### config.mk
export PLATFORM = sky130hd
export DESIGN_NAME = can_err_count
export DESIGN_NICKNAME = d
export VERILOG_FILES = /design/src/rtl/can_err_pkg.sv /design/src/rtl/can_tec_ctr.sv /design/src/rtl/can_rec_ctr.sv /design/src/rtl/can_log_ctr.sv /design/src/rtl/can_err_count.sv
export SDC_FILE = /design/constraint.sdc
export NUM_CORES = 1
export LEC_CHECK = 0
export BUFFER_PORTS_ARGS = -buffer_cell sky130_fd_sc_hd__buf_2
export CAP_MARGIN = 20
export CORE_UTILIZATION = 23
export CTS_CLUSTER_DIAMETER = 60
export DETAILED_ROUTE_END_ITERATION = 10
export REMOVE_ABC_BUFFERS = 1
export SYNTH_ARGS = -nofsm -noshare
export SYNTH_HDL_FRONTEND = slang
export SYNTH_SLANG_ARGS = --single-unit
export TNS_END_PERCENT = 20
### constraint.sdc
create_clock -name clk_i -period 2 [get_ports clk_i]
set_input_delay 0.1 -clock clk_i [delete_from_list [all_inputs] [get_ports clk_i]]
set_output_delay 0.1 -clock clk_i [all_outputs]
set_load 0.02 [all_outputs]
### src/rtl/can_err_pkg.sv
package can_err_pkg;
  localparam int TEC_W   = 8;
  localparam int REC_W   = 7;
  localparam int LOG_W   = 8;
  localparam int TX_STEP = 8;
  localparam int STAT_W  = 32;
endpackage

### src/rtl/can_tec_ctr.sv
module can_tec_ctr #(
  parameter int W    = 8,
  parameter int STEP = 8
) (
  input  logic         clk_i,
  input  logic         rst_ni,
  input  logic         err_i,
  input  logic         ok_i,
  input  logic         restrict_i,
  input  logic         recover_i,
  output logic [W-1:0] tec_o,
  output logic         bus_off_o
);
  localparam logic [W-1:0] MAX = {W{1'b1}};
  localparam logic [W:0]   STEP_V = STEP[W:0];

  logic [W-1:0] tec_q;
  logic         boff_q;
  logic [W:0]   sum;

  assign sum = {1'b0, tec_q} + STEP_V;

  always_ff @(posedge clk_i or negedge rst_ni) begin
    if (!rst_ni) begin
      tec_q  <= '0;
      boff_q <= 1'b0;
    end else if (boff_q) begin
      if (recover_i) begin
        tec_q  <= '0;
        boff_q <= 1'b0;
      end
    end else if (err_i) begin
      if (!restrict_i) begin
        if (sum[W]) begin
          tec_q  <= MAX;
          boff_q <= 1'b1;
        end else begin
          tec_q <= sum[W-1:0];
        end
      end
    end else if (ok_i && tec_q != '0) begin
      tec_q <= tec_q - 1'b1;
    end
  end

  assign tec_o     = tec_q;
  assign bus_off_o = boff_q;

  assert_tec_step_R2: assert property (@(posedge clk_i) disable iff (!rst_ni)
    (err_i && !restrict_i && !boff_q && !sum[W]) |=> (tec_q == $past(tec_q) + STEP_V[W-1:0]));

  assert_tec_restrict_R7: assert property (@(posedge clk_i) disable iff (!rst_ni)
    (restrict_i && err_i && !boff_q) |=> $stable(tec_q));

  assert_tec_boff_hold_R6: assert property (@(posedge clk_i) disable iff (!rst_ni)
    (boff_q && !recover_i) |=> ($stable(tec_q) && boff_q));
endmodule

### src/rtl/can_rec_ctr.sv
module can_rec_ctr #(
  parameter int W = 7
) (
  input  logic         clk_i,
  input  logic         rst_ni,
  input  logic         err_i,
  input  logic         ok_i,
  input  logic         restrict_i,
  input  logic         freeze_i,
  input  logic         clear_i,
  output logic [W-1:0] rec_o,
  output logic         pass_o
);
  localparam logic [W-1:0] MAX = {W{1'b1}};

  logic [W-1:0] cnt_q;
  logic         pass_q;

  always_ff @(posedge clk_i or negedge rst_ni) begin
    if (!rst_ni) begin
      cnt_q  <= '0;
      pass_q <= 1'b0;
    end else if (clear_i) begin
      cnt_q  <= '0;
      pass_q <= 1'b0;
    end else if (!freeze_i) begin
      if (err_i) begin
        if (!restrict_i) begin
          if (cnt_q == MAX) pass_q <= 1'b1;
          else              cnt_q  <= cnt_q + 1'b1;
        end
      end else if (ok_i) begin
        // passive flag stands for one step above MAX
        if (pass_q)              pass_q <= 1'b0;
        else if (cnt_q != '0)    cnt_q  <= cnt_q - 1'b1;
      end
    end
  end

  assign rec_o  = cnt_q;
  assign pass_o = pass_q;

  assert_rec_sat_R4: assert property (@(posedge clk_i) disable iff (!rst_ni)
    (err_i && !restrict_i && !freeze_i && !clear_i && cnt_q == MAX) |=> (pass_q && cnt_q == MAX));

  assert_rec_freeze_R6: assert property (@(posedge clk_i) disable iff (!rst_ni)
    (freeze_i && !clear_i) |=> ($stable(cnt_q) && $stable(pass_q)));
endmodule

### src/rtl/can_log_ctr.sv
module can_log_ctr #(
  parameter int W = 8
) (
  input  logic         clk_i,
  input  logic         rst_ni,
  input  logic         inc_i,
  input  logic         rd_i,
  input  logic         clr_i,
  output logic [W-1:0] log_o,
  output logic         elo_o
);
  localparam logic [W-1:0] MAX = {W{1'b1}};
  localparam logic [W-1:0] ONE = {{(W-1){1'b0}}, 1'b1};

  logic [W-1:0] log_q;
  logic         elo_q;
  logic         sat;

  assign sat = (log_q == MAX);

  always_ff @(posedge clk_i or negedge rst_ni) begin
    if (!rst_ni) begin
      log_q <= '0;
    end else if (rd_i) begin
      log_q <= inc_i ? ONE : '0;
    end else if (inc_i && !sat) begin
      log_q <= log_q + 1'b1;
    end
  end

  always_ff @(posedge clk_i or negedge rst_ni) begin
    if (!rst_ni)                     elo_q <= 1'b0;
    else if (inc_i && sat && !rd_i)  elo_q <= 1'b1;
    else if (clr_i)                  elo_q <= 1'b0;
  end

  assign log_o = log_q;
  assign elo_o = elo_q;

  assert_log_sat_R8: assert property (@(posedge clk_i) disable iff (!rst_ni)
    (sat && !rd_i) |=> (log_q == MAX));

  assert_log_read_R9: assert property (@(posedge clk_i) disable iff (!rst_ni)
    rd_i |=> (log_q == (ONE & {W{$past(inc_i)}})));

  assert_elo_sticky_R10: assert property (@(posedge clk_i) disable iff (!rst_ni)
    (elo_q && !clr_i) |=> elo_q);
endmodule

### src/rtl/can_err_count.sv
module can_err_count
  import can_err_pkg::*;
#(
  parameter int TW = TEC_W,
  parameter int RW = REC_W,
  parameter int LW = LOG_W,
  parameter int TS = TX_STEP
) (
  input  logic              clk_i,
  input  logic              rst_ni,
  input  logic              tx_err_i,
  input  logic              rx_err_i,
  input  logic              tx_ok_i,
  input  logic              rx_ok_i,
  input  logic              restrict_i,
  input  logic              recover_i,
  input  logic              rd_log_i,
  input  logic              elo_clr_i,
  output logic [TW-1:0]     tec_o,
  output logic [RW-1:0]     rec_o,
  output logic [LW-1:0]     log_o,
  output logic              elo_irq_o,
  output logic              err_passive_o,
  output logic              bus_off_o,
  output logic [STAT_W-1:0] status_o
);
  localparam int PAD = STAT_W - (TW + RW + 1 + LW + 2);
  localparam logic [TW-1:0] PASS_LVL = {1'b1, {(TW-1){1'b0}}};

  logic rec_pass;
  logic log_inc;

  can_tec_ctr #(.W(TW), .STEP(TS)) u_tec (
    .clk_i, .rst_ni,
    .err_i(tx_err_i), .ok_i(tx_ok_i), .restrict_i, .recover_i,
    .tec_o, .bus_off_o
  );

  can_rec_ctr #(.W(RW)) u_rec (
    .clk_i, .rst_ni,
    .err_i(rx_err_i), .ok_i(rx_ok_i), .restrict_i,
    .freeze_i(bus_off_o), .clear_i(bus_off_o && recover_i),
    .rec_o, .pass_o(rec_pass)
  );

  assign log_inc = (tx_err_i || rx_err_i) && !bus_off_o;

  can_log_ctr #(.W(LW)) u_log (
    .clk_i, .rst_ni,
    .inc_i(log_inc), .rd_i(rd_log_i), .clr_i(elo_clr_i),
    .log_o, .elo_o(elo_irq_o)
  );

  assign err_passive_o = (tec_o >= PASS_LVL) || rec_pass;
  assign status_o = {{PAD{1'b0}}, bus_off_o, elo_irq_o, log_o, rec_pass, rec_o, tec_o};

  assert_boff_log_hold_R6: assert property (@(posedge clk_i) disable iff (!rst_ni)
    (bus_off_o && !rd_log_i) |=> $stable(log_o));

  assert_passive_tec_R5: assert property (@(posedge clk_i) disable iff (!rst_ni)
    bus_off_o |-> err_passive_o);
endmodule

==> impl_metrics.py, run 1 <==
metrics = {
    "status": {
        "outcome": "finished, final reports clean",
    },
    "timing": {
        "finalCriticalPeriod_ns": 1.94,
        "hold-worst-slack_ns": 0.106,
        "period_share_pct": 97.0,
        "setup_viol": 0,
        "fmax_ghz": 0.515,
        "rsz0062_at_grt": "yes",
        "skew_ns": 0.00737,
        "hold_violations": 0,
        "tightestPinTransition_ns": 0.641,
        "slew_violations": 0,
        "slew_headroom_pct": 57.3,
    },
    "logic_synthesis": {
        "ys_top_cells_by_area": "dfrtp_1 (32%), buf_4 (12%), ha_1 (6.1%)",
        "seq_area_frac_synth_pct": 31.7,
        "synth_top_area_share_pct": 31.7,
        "synth.distinct_cells": 56,
        "synth-async-reset-ratio_pct": 100,
        "synth_edf_count": 0,
        "synth_area_um2": 2050,
        "synth.most_common_cell": "buf_4",
        "postSynthAreaPerCell_um2": 8.89,
        "ys.flop_type": "dfrtp_1",
        "ys.warnings.count": 0,
        "synth.largest_area_cell": "dfrtp_1",
        "ys_top_cells_by_count": "buf_4 (32), dfrtp_1 (26), nand2_1 (15)",
        "postSynthCellCount": 231,
        "ys_ff_latch": 26,
    },
    "setup_path": {
        "reg2reg_depth": 7,
        "r2r-start": "u_rec.rec_o[1]$_DFFE_PN0P_",
        "slowest_delay_ns": 0.42,
        "cp-end-kind": "flop",
        "crit_type": "flop to flop",
        "cp_cell_sequence": "buf_4 -> ha_1 -> a21o_1 -> a311o_1 -> a21oi_2 -> xor2_1 -> o31ai_1",
        "slowest_stage": "dfrtp_1",
        "crit_arrival_ns": 2.12,
        "crit_required_ns": 2.18,
        "cp-start-kind": "flop",
        "rrSetupSlack_ns": 0.06,
        "crit_fanout": 4,
        "r2r-end": "u_rec.rec_o[5]$_DFFE_PN0P_",
    },
    "grt": {
        "grt_max_degree": 27,
        "overflow": 0,
        "globalRouteTotalUtil_pct": 11.2,
        "grt_pass1_vias": 1731,
        "antenna_found_initial": 0,
        "grt_pass1_wl_mm": 8.18,
    },
    "placed_design": {
        "placed_area_um2": 2430,
        "dp_hpwl_mm": 3.93,
        "place_congestion": 0.906,
        "portBuffers": 61,
    },
    "route": {
        "vias": 1881,
        "wl_mm": 5.07,
        "drtAntennaViolNets": 0,
        "viasPerCell": 4.73,
        "drt-pass1-iter-count": 4,
        "wl_met3_um": 273,
        "top_layer": "met4",
        "wl_met1_mm": 2.25,
        "wl_per_cell_um": 12.7,
        "drtIter0Drc": 51,
        "drc": 0,
        "route.met2.wl_mm": 2.46,
    },
    "final_layout": {
        "postLayoutCellArea_um2": 2540,
        "drive_above_1_share_pct": 35.5,
        "multiInputGateArea_um2": 1110,
        "area_growth_pct": 23.6,
        "fill_cells": 934,
        "insertedDiodeCount": 0,
        "utilization_pct": 29.3,
        "nets": 312,
        "regArea_um2": 651,
    },
    "floorplan": {
        "io_pins": 68,
        "die_w_um": 96.5,
        "dieArea_um2": 9310,
        "start_util_pct": 23.7,
        "core_region_area_um2": 8680,
        "floorplan.rows": 34,
        "die_height_um": 96.5,
    },
    "power": {
        "p_leak_nw": 1.26,
        "powerDensity_nw_per_um2": 1180,
        "peakVddDrop_mv": 0.614,
    },
    "clock_tree": {
        "cts_sinks": 26,
        "cts-root-buf": "clkbuf_8",
        "clk_path_buf_depth": 2,
        "htreeDepth": 1,
        "clk_pin_slew_worst_paths_ns": 0.10,
        "clk_latency_ns": 0.27,
        "cts_buffers": 3,
        "cts_tree": "done",
    },
    "min_path": {
        "hold_class": "primary input to flop",
        "min_from": "rd_log_i",
        "min_to": "u_log.log_o[3]$_DFFE_PN0P_",
        "min_path_cells": 2,
    },
    "job": {
        "drv_cap": 0,
    },
}
per-stage QoR:
step	worst slack [ns]	TNS [ns]	power, mW	instances
final	0.0597	0	2.99	398
after detailed placement	0.0543	0	2.51	391
after CTS	0.00956	0	2.97	397
after floorplan	-0.215	-0.655	1.85	197
after global routing	-0.0471	-0.0492	3.21	398
after global placement	0.113	0	2.49	391
logic make-up after synthesis:
| group | count (synthesis) | share of synthesized area [%] |
|---|---|---|
| muxes | 1 | 0.487 |
| adders and majority gates | 11 | 7.06 |
| other | 1 | 0.183 |
| DFF | 26 | 31.7 |
| xor gates and xnor gates | 11 | 4.69 |
| buffers and inverters | 53 | 15.8 |
| and+or+nand+nor | 73 | 19.3 |
| AOI/OAI and AO/OA | 55 | 20.8 |
metal layers:
metal	vias to the layer above	track usage [%]
met3	5	1.64
met2	64	19.8
li1	899	-
met1	913	13.8
met4	0	4.04
met5	-	0
cells in the final DEF, fill, tap and decap left out, drive strengths merged, types with 3 or more instances in the layout:
cell and instances:
nand3 7, and4 3, xnor2 6, a311oi 3
clkbuf 3, inv 14, nand2b 4, xor2 5
conb 6, o21ai 7, o21bai 3, a21oi 8
buf 87, a21o 6, nor3 6, o31ai 4
nor2 13, and3 3, ha 10, nand2 15
a211oi 3, dfrtp 26, nor2b 9
worst max path at each step:
stage                          startpoint  cells after the start                    endpoint  slack, ns
2_1_floorplan  u_tec.tec_o[0]$_DFFE_PN0P_                      7  u_tec.tec_o[2]$_DFFE_PN0P_      -0.22
3_3_place_gp                     rx_err_i                      9  u_rec.rec_o[6]$_DFFE_PN0P_       0.11
3_5_place_dp   u_rec.rec_o[1]$_DFFE_PN0P_                      7  u_rec.rec_o[6]$_DFFE_PN0P_       0.05
4_1_cts        u_rec.rec_o[1]$_DFFE_PN0P_                      7  u_rec.rec_o[6]$_DFFE_PN0P_       0.01
5_1_grt        u_rec.rec_o[1]$_DFFE_PN0P_                      7  u_rec.rec_o[6]$_DFFE_PN0P_      -0.05
6_report       u_rec.rec_o[1]$_DFFE_PN0P_                      7  u_rec.rec_o[5]$_DFFE_PN0P_       0.06
report_power, final:
part           leakage [nW]  total, mW  internal [mW]  switching, mW
registers             0.331      0.812          0.655          0.157
logic                 0.896       1.73          0.723           1.00
clock network        0.0357      0.446          0.268          0.179
registers in the layout (all words and copies together), names as in the netlist:
signal           cells
u_rec.rec_o          7
u_tec.tec_o          8
u_log.log_o          8
u_log.elo_o          1
u_rec.pass_o         1
u_tec.bus_off_o      1
layout make-up:
| type | count | share of cell area [%] |
|---|---|---|
| flip-flops and latches | 26 | 25.6 |
| clock inverters | 1 | 1.18 |
| clock buffers | 3 | 1.63 |
| inverters | 14 | 2.07 |
| multi-input cells | 157 | 43.7 |
| repair buffers | 89 | 20.5 |
| well taps | 108 | 5.32 |
critical path, delay by kind of cell, from the launching register on:
family	cells	cell delay (ns)
buf+inv	1	0.14
xor+xnor	1	0.08
flops	1	0.42
fa+ha+maj	1	0.27
compound gates	4	0.92
repair_timing:
item	in CTS	in global routing
resized for setup	0	5
endpoints found under the setup margin	0	2
buffers inserted	0	1
hold endpoints to repair	27	0
hold buffers	2	0
Power figures use the tool's default switching activity.
==> run 2, diff against run 1 <==
--- a/config.mk
+++ b/config.mk
@@ -7,6 +7,7 @@
 export LEC_CHECK = 0
 export BUFFER_PORTS_ARGS = -buffer_cell sky130_fd_sc_hd__buf_2
 export CAP_MARGIN = 20
+export CORE_ASPECT_RATIO = 0.8
 export CORE_UTILIZATION = 23
 export CTS_CLUSTER_DIAMETER = 60
 export DETAILED_ROUTE_END_ITERATION = 10
==> run 2 against run 1 <==
  * Highest routed layer unchanged
  * Critical path type unchanged
  * Sequential power shrank 0.6%
  * Power is 3.2% lower
  * Die area hardly changed
  * Clock skew shrank 0.0025 ns
==> impl_metrics.py, run 2 (same netlist as run 1, synthesis figures left out) <==
metrics = {
    "floorplan": {
        "floorplan.rows": 30,
        "io_pins": 68,
        "start_util_pct": 24.0,
        "die_w_um": 108,
        "die_height_um": 86.5,
        "dieArea_um2": 9320,
        "core_region_area_um2": 8560,
    },
    "clock_tree": {
        "clk_pin_slew_worst_paths_ns": 0.09,
        "post_cts.repair.setup_buffers": 0,
        "clk_latency_ns": 0.27,
        "cts_buffers": 3,
        "cts_sinks": 26,
        "cts-root-buf": "clkbuf_8",
        "htreeDepth": 1,
        "cts_tree": "done",
        "clk_path_buf_depth": 2,
    },
    "timing": {
        "fmax_ghz": 0.519,
        "rsz0062_at_grt": "no",
        "hold_violations": 0,
        "setup_viol": 0,
        "finalCriticalPeriod_ns": 1.93,
        "skew_ns": 0.00482,
        "period_share_pct": 96.4,
        "slew_violations": 0,
        "tightestPinTransition_ns": 0.639,
        "slew_headroom_pct": 57.4,
        "hold-worst-slack_ns": 0.0129,
    },
    "status": {
        "outcome": "finished, final reports clean",
    },
    "power": {
        "peakVddDrop_mv": 0.690,
        "powerDensity_nw_per_um2": 1160,
        "p_leak_nw": 1.23,
        "totalPowerFinal_mw": 2.89,
    },
    "job": {
        "drv_cap": 0,
    },
    "grt": {
        "globalRouteTotalUtil_pct": 11.2,
        "grt_max_degree": 27,
        "grt_pass1_wl_mm": 8.29,
        "grt_pass1_vias": 1632,
        "overflow": 0,
        "antenna_found_initial": 0,
    },
    "min_path": {
        "hold_class": "primary input to flop",
    },
    "final_layout": {
        "layout_common_cells": "buf_2 (61), dfrtp_1 (25), buf_4 (22)",
        "instances_no_fill": 397,
        "drive_above_1_share_pct": 34.7,
        "final_common_cell": "buf_2",
        "area_growth_pct": 21.3,
        "fill_cells": 897,
        "nets": 307,
        "regArea_um2": 652,
        "multiInputGateArea_um2": 1110,
        "insertedDiodeCount": 0,
    },
    "route": {
        "vias": 1847,
        "wl_mm": 5.11,
        "drtIter0Drc": 96,
        "viasPerCell": 4.65,
        "wl_per_cell_um": 12.9,
        "drc": 0,
        "drtAntennaViolNets": 0,
        "drt-pass1-iter-count": 7,
    },
    "placed_design": {
        "dp_hpwl_mm": 3.92,
        "dpl.cell_count": 392,
        "portBuffers": 61,
        "place_congestion": 0.809,
    },
    "setup_path": {
        "slowest_stage": "or4_1",
        "crit_fanout": 3,
        "crit_required_ns": 2.20,
        "crit_arrival_ns": 2.13,
        "slowest_delay_ns": 0.42,
        "cp-end-kind": "flop",
        "crit_type": "flop to flop",
        "cp_cell_sequence": "ha_1 -> nor2b_2 -> o311ai_0 -> o311ai_1 -> or4_1 -> o21ai_1",
        "cp-start-kind": "flop",
    },
}
run 2: cell types whose count changed in the layout (fill, tap and decap cells not counted):
| cell | delta |
|---|---|
| dlygate4sd3_1 | -1 |
| o311ai_1 | -1 |
| nor4b_1 | +1 |
| dfrtp_2 | +1 |
| clkbuf_8 | +1 |
| bufinv_16 | -1 |
| ha_1 | -1 |
| buf_4 | -4 |
| ha_4 | +1 |
| a21oi_2 | -1 |
| dfrtp_1 | -1 |
| o311ai_0 | +1 |
| nor4b_2 | -1 |
| a21oi_1 | +1 |
run 2: layout make-up:
class / instances / share of cell area (%)
Inverter: 14 / 2.11
Sequential cell: 26 / 26.2
Tap cell: 112 / 5.62
Multi-Input combinational cell: 157 / 44.6
Clock buffer: 4 / 2.21
Timing Repair Buffer: 84 / 19.3
run 2: what timing repair did:
action | CTS | global route
hold endpoints to repair | 26 | 0
hold buffers | 1 | 0
gates resized for setup | 0 | 4
setup endpoints to repair | 0 | 2
run 2: worst max-delay path, delay by kind of cell, from the launching register on:
kind,cells,cell delay (ns)
AOI/OAI and AO/OA,3,0.59
DFF,1,0.39
and+or+nand+nor,2,0.59
adders and majority gates,1,0.28
run 2: metal layers:
metal | share of wire (%) | global-route usage, %
met5 | 0 | 0
met4 | 1.1 | 2.37
met3 | 5.2 | 2.33
met2 | 44 | 17.3
met1 | 50 | 16.0
run 2: path summary, 6_finish.rpt:
| kind | from | end | slack [ns] | depth (start not counted) |
|---|---|---|---|---|
| min reg2reg | u_log.elo_o$_DFFE_PN0P_ | u_log.elo_o$_DFFE_PN0P_ | 0.55 | 2 |
| max reg2reg | u_rec.rec_o[2]$_DFFE_PN0P_ | u_rec.rec_o[6]$_DFFE_PN0P_ | 0.07 | 6 |
| max | u_rec.rec_o[2]$_DFFE_PN0P_ | u_rec.rec_o[6]$_DFFE_PN0P_ | 0.07 | 6 |
| min | elo_clr_i | u_log.elo_o$_DFFE_PN0P_ | 0.01 | 2 |
| min in group asynchronous | rst_ni | u_tec.tec_o[2]$_DFFE_PN0P_ | 0.37 | 2 |
| max in group asynchronous | rst_ni | u_rec.rec_o[3]$_DFFE_PN0P_ | 1.17 | 2 |
run 2: through the flow:
step | setup TNS, ns | worst slack (ns) | util [%] | instance area [um^2]
after floorplan | -0.655 | -0.215 | - | 1800
after global placement | 0 | 0.119 | 28.2 | 2410
after detailed placement | 0 | 0.0392 | 28.2 | 2410
after CTS | 0 | 0.00523 | 28.9 | 2480
after global routing | 0 | 0.0109 | 29.1 | 2490
final | 0 | 0.0718 | 29.1 | 2490
run 2: power by group:
part	total (mW)	switching, mW	internal (mW)
clock network	0.345	0.169	0.176
logic	1.74	1.01	0.725
registers	0.807	0.149	0.657
total	2.89	1.33	1.56
